$ cat config.mk
export PLATFORM = sky130hd
export DESIGN_NAME = iobp_matcher
export DESIGN_NICKNAME = d
export VERILOG_FILES = /design/src/rtl/iobp_pkg.sv /design/src/rtl/iobp_host_slot.sv /design/src/rtl/iobp_guest_slot.sv /design/src/rtl/iobp_first.sv /design/src/rtl/iobp_matcher.sv
export SDC_FILE = /design/constraint.sdc
export NUM_CORES = 1
export LEC_CHECK = 0
export ABC_AREA = 1
export BUFFER_PORTS_ARGS = -buffer_cell sky130_fd_sc_hd__buf_2
export CORE_MARGIN = 4
export CORE_UTILIZATION = 60
export CTS_CLUSTER_DIAMETER = 30
export CTS_CLUSTER_SIZE = 8
export DETAILED_ROUTE_END_ITERATION = 10
export GPL_ROUTABILITY_DRIVEN = 1
export PLACE_DENSITY = 0.84
export SYNTH_ARGS = -nofsm -noshare
export SYNTH_HDL_FRONTEND = slang
export SYNTH_SLANG_ARGS = --single-unit
$ cat constraint.sdc
create_clock -name clk -period 2.25 [get_ports clk]
set_clock_uncertainty 0.2 [all_clocks]
set_input_delay 0.225 -clock clk [delete_from_list [all_inputs] [get_ports clk]]
set_output_delay 0.225 -clock clk [all_outputs]
set_load 0.01 [all_outputs]
$ cat src/rtl/iobp_pkg.sv
package iobp_pkg;
    typedef enum logic [1:0] {
        RES_NONE  = 2'd0,
        RES_HOST  = 2'd1,
        RES_GUEST = 2'd2
    } res_e;

    typedef enum logic {
        ST_IDLE   = 1'b0,
        ST_REPORT = 1'b1
    } st_e;

    localparam logic [1:0] RW_IO  = 2'b10;
    localparam int         GD_BIT = 13;
    localparam int         HIT_W  = 4;

    // Inverse alignment mask for a guest length code.
    function automatic logic [2:0] len_mask(input logic [1:0] code);
        case (code)
            2'd0:    len_mask = 3'd0;
            2'd1:    len_mask = 3'd1;
            2'd2:    len_mask = 3'd7;
            default: len_mask = 3'd3;
        endcase
    endfunction
endpackage

$ cat src/rtl/iobp_host_slot.sv
module iobp_host_slot #(
    parameter int ADDR_W = 32,
    localparam int EXT_W = ADDR_W + 1
) (
    input  logic [ADDR_W-1:0] addr,
    input  logic [1:0]        len_log,
    input  logic              en,
    input  logic              is_reg,
    input  logic [1:0]        rw,
    input  logic [EXT_W-1:0]  first,
    input  logic [EXT_W-1:0]  last,
    output logic              hit
);
    import iobp_pkg::*;

    logic [EXT_W-1:0] len, lo, hi;

    always_comb begin
        len = EXT_W'(1) << len_log;
        lo  = {1'b0, addr} & ~(len - EXT_W'(1));
        hi  = lo + len - EXT_W'(1);
        hit = en && is_reg && (rw == RW_IO) && (lo <= last) && (hi >= first);
    end
endmodule

$ cat src/rtl/iobp_guest_slot.sv
module iobp_guest_slot #(
    parameter int ADDR_W = 32,
    localparam int EXT_W = ADDR_W + 1
) (
    input  logic [ADDR_W-1:0] addr,
    input  logic              en,
    input  logic [1:0]        rw,
    input  logic [1:0]        len_code,
    input  logic [EXT_W-1:0]  first,
    input  logic [EXT_W-1:0]  last,
    output logic              hit
);
    import iobp_pkg::*;

    logic [EXT_W-1:0] mask, lo, hi;

    always_comb begin
        mask = EXT_W'(len_mask(len_code));
        lo   = {1'b0, addr} & ~mask;
        hi   = lo + mask;
        hit  = en && (rw == RW_IO) && (lo <= last) && (hi >= first);
    end
endmodule

$ cat src/rtl/iobp_first.sv
module iobp_first #(
    parameter int N = 4,
    localparam int IDX_W = (N > 1) ? $clog2(N) : 1
) (
    input  logic [N-1:0]     hits,
    output logic             any,
    output logic [IDX_W-1:0] idx
);
    always_comb begin
        any = |hits;
        idx = '0;
        for (int i = N - 1; i >= 0; i--) begin
            if (hits[i]) idx = IDX_W'(i);
        end
    end
endmodule

$ cat src/rtl/iobp_matcher.sv
module iobp_matcher #(
    parameter int NSLOT  = 4,
    parameter int ADDR_W = 32,
    localparam int EXT_W = ADDR_W + 1,
    localparam int IDX_W = (NSLOT > 1) ? $clog2(NSLOT) : 1
) (
    input  logic                    clk,
    input  logic                    rst_n,
    input  logic                    start,
    input  logic [15:0]             port,
    input  logic [2:0]              width,
    input  logic [NSLOT*ADDR_W-1:0] host_addr,
    input  logic [NSLOT*2-1:0]      host_len_log,
    input  logic [NSLOT-1:0]        host_en,
    input  logic [NSLOT-1:0]        host_is_reg,
    input  logic [NSLOT*2-1:0]      host_rw,
    input  logic [NSLOT*ADDR_W-1:0] guest_addr,
    input  logic [31:0]             guest_ctl,
    input  logic [31:0]             guest_sts,
    input  logic                    dbg_ext_en,
    output logic                    valid,
    output logic [1:0]              result,
    output logic [IDX_W-1:0]        host_slot,
    output logic                    clear_step,
    output logic [31:0]             sts_out,
    output logic [31:0]             ctl_out
);
    import iobp_pkg::*;

    logic [EXT_W-1:0] acc_first, acc_last;
    logic [NSLOT-1:0] host_hit, guest_hit, guest_io;
    logic             host_any, guest_any, guest_gate;
    logic [IDX_W-1:0] host_idx, guest_idx;

    assign acc_first = EXT_W'(port);
    assign acc_last  = acc_first + EXT_W'(width) - EXT_W'(1);

    for (genvar i = 0; i < NSLOT; i++) begin : g_slot
        iobp_host_slot #(.ADDR_W(ADDR_W)) u_host (
            .addr    (host_addr[i*ADDR_W +: ADDR_W]),
            .len_log (host_len_log[2*i +: 2]),
            .en      (host_en[i]),
            .is_reg  (host_is_reg[i]),
            .rw      (host_rw[2*i +: 2]),
            .first   (acc_first),
            .last    (acc_last),
            .hit     (host_hit[i])
        );
        assign guest_io[i] = (guest_ctl[16 + 4*i +: 2] == RW_IO);
        iobp_guest_slot #(.ADDR_W(ADDR_W)) u_guest (
            .addr     (guest_addr[i*ADDR_W +: ADDR_W]),
            .en       (guest_ctl[2*i] | guest_ctl[2*i + 1]),
            .rw       (guest_ctl[16 + 4*i +: 2]),
            .len_code (guest_ctl[18 + 4*i +: 2]),
            .first    (acc_first),
            .last     (acc_last),
            .hit      (guest_hit[i])
        );
    end

    assign guest_gate = (|guest_ctl[2*NSLOT-1:0]) && (|guest_io) && dbg_ext_en;

    iobp_first #(.N(NSLOT)) u_host_pick (
        .hits (host_hit), .any (host_any), .idx (host_idx)
    );
    iobp_first #(.N(NSLOT)) u_guest_pick (
        .hits (guest_hit), .any (guest_any), .idx (guest_idx)
    );

    // Decision for the access currently on the inputs
    res_e             res_n;
    logic [31:0]      sts_n, ctl_n;
    always_comb begin
        res_n = RES_NONE;
        sts_n = guest_sts;
        ctl_n = guest_ctl;
        if (host_any) begin
            res_n = RES_HOST;
        end else if (guest_gate && guest_any) begin
            res_n = RES_GUEST;
            sts_n = {guest_sts[31:HIT_W], HIT_W'(1) << guest_idx};
            ctl_n[GD_BIT] = 1'b0;
        end
    end

    // State register
    st_e              state, state_n;
    res_e             r_res;
    logic [IDX_W-1:0] r_idx;
    logic [31:0]      r_sts, r_ctl;

    always_comb begin
        state_n = state;
        unique case (state)
            ST_IDLE:   state_n = start ? ST_REPORT : ST_IDLE;
            ST_REPORT: state_n = start ? ST_REPORT : ST_IDLE;
            default:   state_n = ST_IDLE;
        endcase
    end

    always_ff @(posedge clk or negedge rst_n) begin
        if (!rst_n) begin
            state <= ST_IDLE;
            r_res <= RES_NONE;
            r_idx <= '0;
            r_sts <= '0;
            r_ctl <= '0;
        end else begin
            state <= state_n;
            if (start) begin
                r_res <= res_n;
                r_idx <= host_idx;
                r_sts <= sts_n;
                r_ctl <= ctl_n;
            end
        end
    end

    // Outputs
    always_comb begin
        valid      = (state == ST_REPORT);
        result     = valid ? r_res : RES_NONE;
        clear_step = valid && (r_res == RES_HOST);
        host_slot  = (valid && r_res == RES_HOST) ? r_idx : '0;
        sts_out    = valid ? r_sts : '0;
        ctl_out    = valid ? r_ctl : '0;
    end

    AST_START_GIVES_VALID: assert property (@(posedge clk) disable iff (!rst_n)
        start |=> valid);
    AST_NO_SPURIOUS_VALID: assert property (@(posedge clk) disable iff (!rst_n)
        !start |=> !valid);
    AST_QUIET_WHEN_IDLE: assert property (@(posedge clk) disable iff (!rst_n)
        !valid |-> (result == 2'd0 && !clear_step && sts_out == '0 && ctl_out == '0));
    AST_STEP_ONLY_HOST: assert property (@(posedge clk) disable iff (!rst_n)
        clear_step |-> (valid && result == 2'd1));
    AST_GUEST_WRITEBACK: assert property (@(posedge clk) disable iff (!rst_n)
        (valid && result == 2'd2) |-> ($onehot(sts_out[3:0]) && !ctl_out[GD_BIT]));
    AST_GATE_DE_OFF: assert property (@(posedge clk) disable iff (!rst_n)
        (start && !dbg_ext_en && !host_any) |=> (result != 2'd2));
endmodule

==> metrics.csv, run 1 <==
stage,metric,value,unit
yosys,Mapped Area,25800,um^2
floorplan,die width,216,um
floorplan,DIE HEIGHT,216,um
yosys,Post-Syn Instances,4669,
floorplan,row cnt,75,
outcome,Stopped at,global routing (5_1_grt),
yosys,yosys warns,0,
floorplan,Initial Util,61.2,%
sta,Worst EP kind,register input,
yosys,synthesis-stage register bit count,69,
place,Final GP Congestion,1.08,
place,DP Wirelength,99.4,mm
yosys,post-synth top area share,21.8,%
floorplan,IO Count,437,
clock_tree,clk buf depth,2,
yosys,top-count cell post-synth,nand2_1,
yosys,Area contributors post-synth,"ha_1 (22%), nand2_1 (21%), inv_1 (10%), nor2_1 (7.3%), dfrtp_1 (6.7%)",
clock_tree,Clock Tree Root,clkbuf_16,
clock_tree,CTS Sinks,69,
global_routing,total gr overflow,934,
yosys,most frequent cells after synthesis,"nand2_1 (1465), inv_1 (715), nor2_1 (501)",
outcome,Log Error,[ERROR GRT-0232] Routing congestion too high. Check the congestion heatmap in the GUI.,
clock_tree,TritonCTS Buffers,9,
place,Port Buffers,436,
place,DP Worst Slack,-2.80,ns
global_routing,GRT Util Overall,90.9,%
yosys,Synth Flop Type,dfrtp_1,
yosys,Synth async-reset ratio,100,%
yosys,synth unique cells,57,
sta,grt repair worst endpoint,r_sts[2]$_DFFE_PN0P_/D,
yosys,Post-synth EDFFs,0,
outcome,status,aborted with a tool error,
clock_tree,H-tree depth,3,
global_routing,largest net degree at the start of global routing,70,
yosys,Synth area leader,ha_1,
yosys,sequential share of the synthesized area,6.68,%
yosys,Avg Inst Size Synth,5.53,um^2
## kinds of logic after synthesis
family,count (synthesis),synth area share [%]
xor+xnor,110,3.73
buf+inv,883,13.0
simple gates,2634,43.2
flops,69,6.68
fa+ha+maj,456,22.2
compound gates,516,11.2
other cells,1,0.0145
## metrics by stage
step / cells / area, um^2 / setup TNS [ns]
floorplan: 4672 / 26100 / -16.88
global placement: 6539 / 36400 / -21.99
detailed placement: 6539 / 36400 / -24.30
CTS: 6636 / 37900 / -16.07
## what timing repair did
action	in CTS
gates resized for setup	101
hold buffers	49
pin swaps	75
endpoints found under the hold margin	117
gates cloned	2
endpoints found under the setup margin	9
setup buffers	31
## routing by layer
| layer | GRT overflow | GRT usage [%] |
|---|---|---|
| met1 | 69 | 87.8 |
| met2 | 463 | 99.9 |
| met3 | 87 | 84.3 |
| met4 | 301 | 94.3 |
| met5 | 14 | 70.6 |
==> inputs of run 2 (changes only) <==
Settings changed: CORE_UTILIZATION 60 to 40, CTS_CLUSTER_DIAMETER 30 to default, CTS_CLUSTER_SIZE 8 to default, PLACE_DENSITY 0.84 to default, PLACE_DENSITY_LB_ADDON from default to 0.15.
==> metrics.csv, run 2 <==
stage,metric,value,unit,change
global_routing,initial antenna violation count,23,,
critical_path,CP max-delay cell,fa_2,,
final_layout,final net count,7030,,
yosys,Synth Area in Simple Gates,43.2,%,unchanged
route,Pre-antenna DRT Iters,6,,
hold_path,Hold Path Class,primary input to flop,,
sta,final worst path period share,190,%,
critical_path,critical path capture point type,flop,,
global_routing,largest net degree at the start of global routing,69,,
yosys,synthesis-stage register bit count,69,,unchanged
yosys,post-synth top area share,21.8,%,unchanged
route,vias per cell,5.03,,
yosys,Avg Inst Size Synth,5.53,um^2,unchanged
power_and_ir_drop,pwr dens,347,nW/um^2,
sta,setup violators final,9,,
floorplan,row cnt,92,,was 75
place,placed cells,6956,,was 6539
final_layout,layout cells sized above 1,29.6,%,
place,Port Buffers,436,,unchanged
route,drt wl/cell,16.7,um,
yosys,largest family of logic cells by synthesized area,simple AND/OR/NAND/NOR gates,,unchanged
floorplan,Die Area,68700,um^2,
critical_path,RR Endpoint,r_idx[1]$_DFFE_PN0P_,,
final_layout,fin cells,7074,,
clock_tree,CTS tree,built,,
route,DRC Markers,0,,
final_layout,"most common cell after layout, fill and taps aside",nand2_1,,
final_layout,"commonest non-fill, non-tap cells in the layout","nand2_1 (1445), buf_4 (1157), inv_1 (708), nor2_1 (496), buf_2 (432)",,
sta,Fmax,0.234,GHz,
yosys,Synth area leader,ha_1,,unchanged
critical_path,Required @ worst endpoint,2.27,ns,
global_routing,GRT Util Overall,32.5,%,
yosys,Post-synth EDFFs,0,,unchanged
critical_path,Crit path max-delay family,simple AND/OR/NAND/NOR gates,,
critical_path,origin of the critical flop-to-flop path,r_idx[1]$_DFFE_PN0P_,,
yosys,Synth async-reset ratio,100,%,unchanged
global_routing,vias in the first global route,33000,,
clock_tree,"Clk Latency, worst-skew pair",0.33,ns,
clock_tree,Clock Tree Root,clkbuf_16,,unchanged
floorplan,DIE HEIGHT,262,um,was 216 um
route,met3 WL,8.38,mm,
critical_path,CP bufs+invs,6,,
sta,relative slew slack,46.1,%,
critical_path,type of the worst setup path,primary input to flop,,
yosys,synth unique cells,57,,unchanged
yosys,XOR/XNOR Fraction of Synth Area,3.73,%,unchanged
floorplan,die width,262,um,was 216 um
critical_path,Startpoint Class,primary input,,
yosys,most frequent cells after synthesis,"nand2_1 (1465), inv_1 (715), nor2_1 (501)",,unchanged
critical_path,Worst Setup EP,r_sts[2]$_DFFE_PN0P_,,
floorplan,Initial Util,40.7,%,was 61.2%
critical_path,R2R Setup Slk,1.27,ns,
sta,RSZ-0062 raised after global routing,true,,
yosys,Mapped Area,25800,um^2,unchanged
route,Antenna Nets Post-Route,0,,
power_and_ir_drop,P_leak,22.9,nW,
global_routing,first-pass GRT wire length,176,mm,
yosys,top-count cell post-synth,nand2_1,,unchanged
route,"wirelength, routed",118,mm,
floorplan,CORE AREA,63500,um^2,
yosys,sequential share of the synthesized area,6.68,%,unchanged
place,instance area at placement,37600,um^2,was 36400 um^2
critical_path,Arrival @ worst endpoint,4.30,ns,
critical_path,Crit Path Max Fanout,7,,
yosys,mux cell area share after synthesis,0,%,unchanged
critical_path,critical path startpoint,port[1],,
sta,final worst slack,-2.03,ns,
route,WL met2,53.1,mm,
final_layout,"Area growth, synth to finish",53.0,%,
critical_path,Worst Reg-to-Reg Cells,2,,
critical_path,max incr delay on CP,0.36,ns,
yosys,Post-Syn Instances,4669,,unchanged
clock_tree,TritonCTS Buffers,9,,unchanged
outcome,status,finished with violations,,was aborted with a tool error
yosys,yosys warns,0,,unchanged
yosys,post-synthesis compound-gate area fraction,11.2,%,unchanged
floorplan,IO Count,437,,unchanged
place,DP Wirelength,100,mm,was 99.4 mm
yosys,post-synthesis adder-cell area fraction,22.2,%,unchanged
yosys,Area contributors post-synth,"ha_1 (22%), nand2_1 (21%), inv_1 (10%), nor2_1 (7.3%), dfrtp_1 (6.7%)",,unchanged
route,vias,35600,,
route,WL met1,51.0,mm,
power_and_ir_drop,worst vdd ir,430,uV,
route,DR iter-0 viols,2688,,
clock_tree,H-tree depth,3,,unchanged
power_and_ir_drop,total power,13.7,mW,
place,Final GP Congestion,1.01,,was 1.08
run,max-cap viol count,0,,
yosys,Synth Flop Type,dfrtp_1,,unchanged
sta,Worst-Margin Slew,0.802,ns,
route,top layer in use,met5,,
clock_tree,CTS Sinks,69,,unchanged
sta,min cycle time layout,4.28,ns,
clock_tree,clk buf depth,2,,unchanged
sta,"Slew Viols, Final",0,,
global_routing,total gr overflow,0,,
final_layout,top flop regs,"r_ctl x32, r_sts x32",,
outcome,failing checks,negative setup slack,,
critical_path,WP depth,29,,
clock_tree,Worst-path clk slew,0.07,ns,
sta,final count of hold timing violations,0,,
final_layout,Finished Cell Area,39500,um^2,
-- run 2: where the power goes --
part | switching, mW | internal (mW)
registers | 0.0629 | 1.35
clock network | 0.641 | 0.787
logic | 5.81 | 5.05
total | 6.52 | 7.19
-- run 2: stage by stage --
step                setup WS (ns)  utilization [%]  TNS (ns)  hold slack, ns
finish                      -2.03             62.2    -17.69          0.0201
global route                -2.23             62.2    -19.44          0.0274
CTS                         -1.95             61.2    -17.02         0.00491
detailed placement          -2.85             59.2    -24.77          0.0270
global placement            -2.68             59.2    -23.30          0.0262
floorplan                   -1.95                -    -16.88          -0.271
-- run 2: layout make-up --
type / count / area (um^2)
fillers: 6316 / 24000
multi-input cells: 3720 / 21600
repair buffers: 1675 / 12000
inverters: 732 / 2760
flip-flops and latches: 69 / 1730
well taps: 846 / 1060
clock buffers: 9 / 225
clock inverters: 7 / 75.1
diodes: 16 / 40.0
-- run 2: worst min path at each step --
stage | end | start | slack (ns) | cells past startpoint
2_1_floorplan | r_ctl[0]$_DFFE_PN0P_ | rst_n | -0.27 | 0
3_3_place_gp | r_ctl[11]$_DFFE_PN0P_ | rst_n | 0.03 | 1
3_5_place_dp | r_ctl[11]$_DFFE_PN0P_ | rst_n | 0.03 | 1
4_1_cts | r_sts[0]$_DFFE_PN0P_ | guest_sts[0] | 0.005 | 5
5_1_grt | r_ctl[29]$_DFFE_PN0P_ | guest_ctl[29] | 0.03 | 3
6_report | r_sts[3]$_DFFE_PN0P_ | guest_sts[3] | 0.02 | 5
-- run 2: logic make-up after synthesis --
logic type                 after synthesis
other                                    1
buffers and inverters                  883
xor gates and xnor gates               110
and+or+nand+nor                       2634
adders and majority gates              456
AOI/OAI and AO/OA                      516
DFF                                     69
-- run 2: tightest hold or removal path, stage by stage --
cell and delay (ns):
buf_2 0.08, inv_1 0.05, nand2_2 0.06, nand3_2 0.05, nand2_1 0.06
-- run 2: per-layer routing --
metal | up-vias | track usage [%]
li1 | 18100 | -
met1 | 16000 | 42.6
met2 | 1231 | 54.5
met3 | 269 | 3.22
met4 | 10 | 13.6
met5 | - | 0
-- run 2: repair_timing --
item	4_1_cts	5_1_grt
gates cloned	1	5
gates resized for setup	50	75
hold endpoints to repair	72	0
setup buffers	21	8
pin swaps	48	62
endpoints found under the setup margin	9	9
hold buffers	52	0
Note: power is estimated with default switching activity, not from simulation.
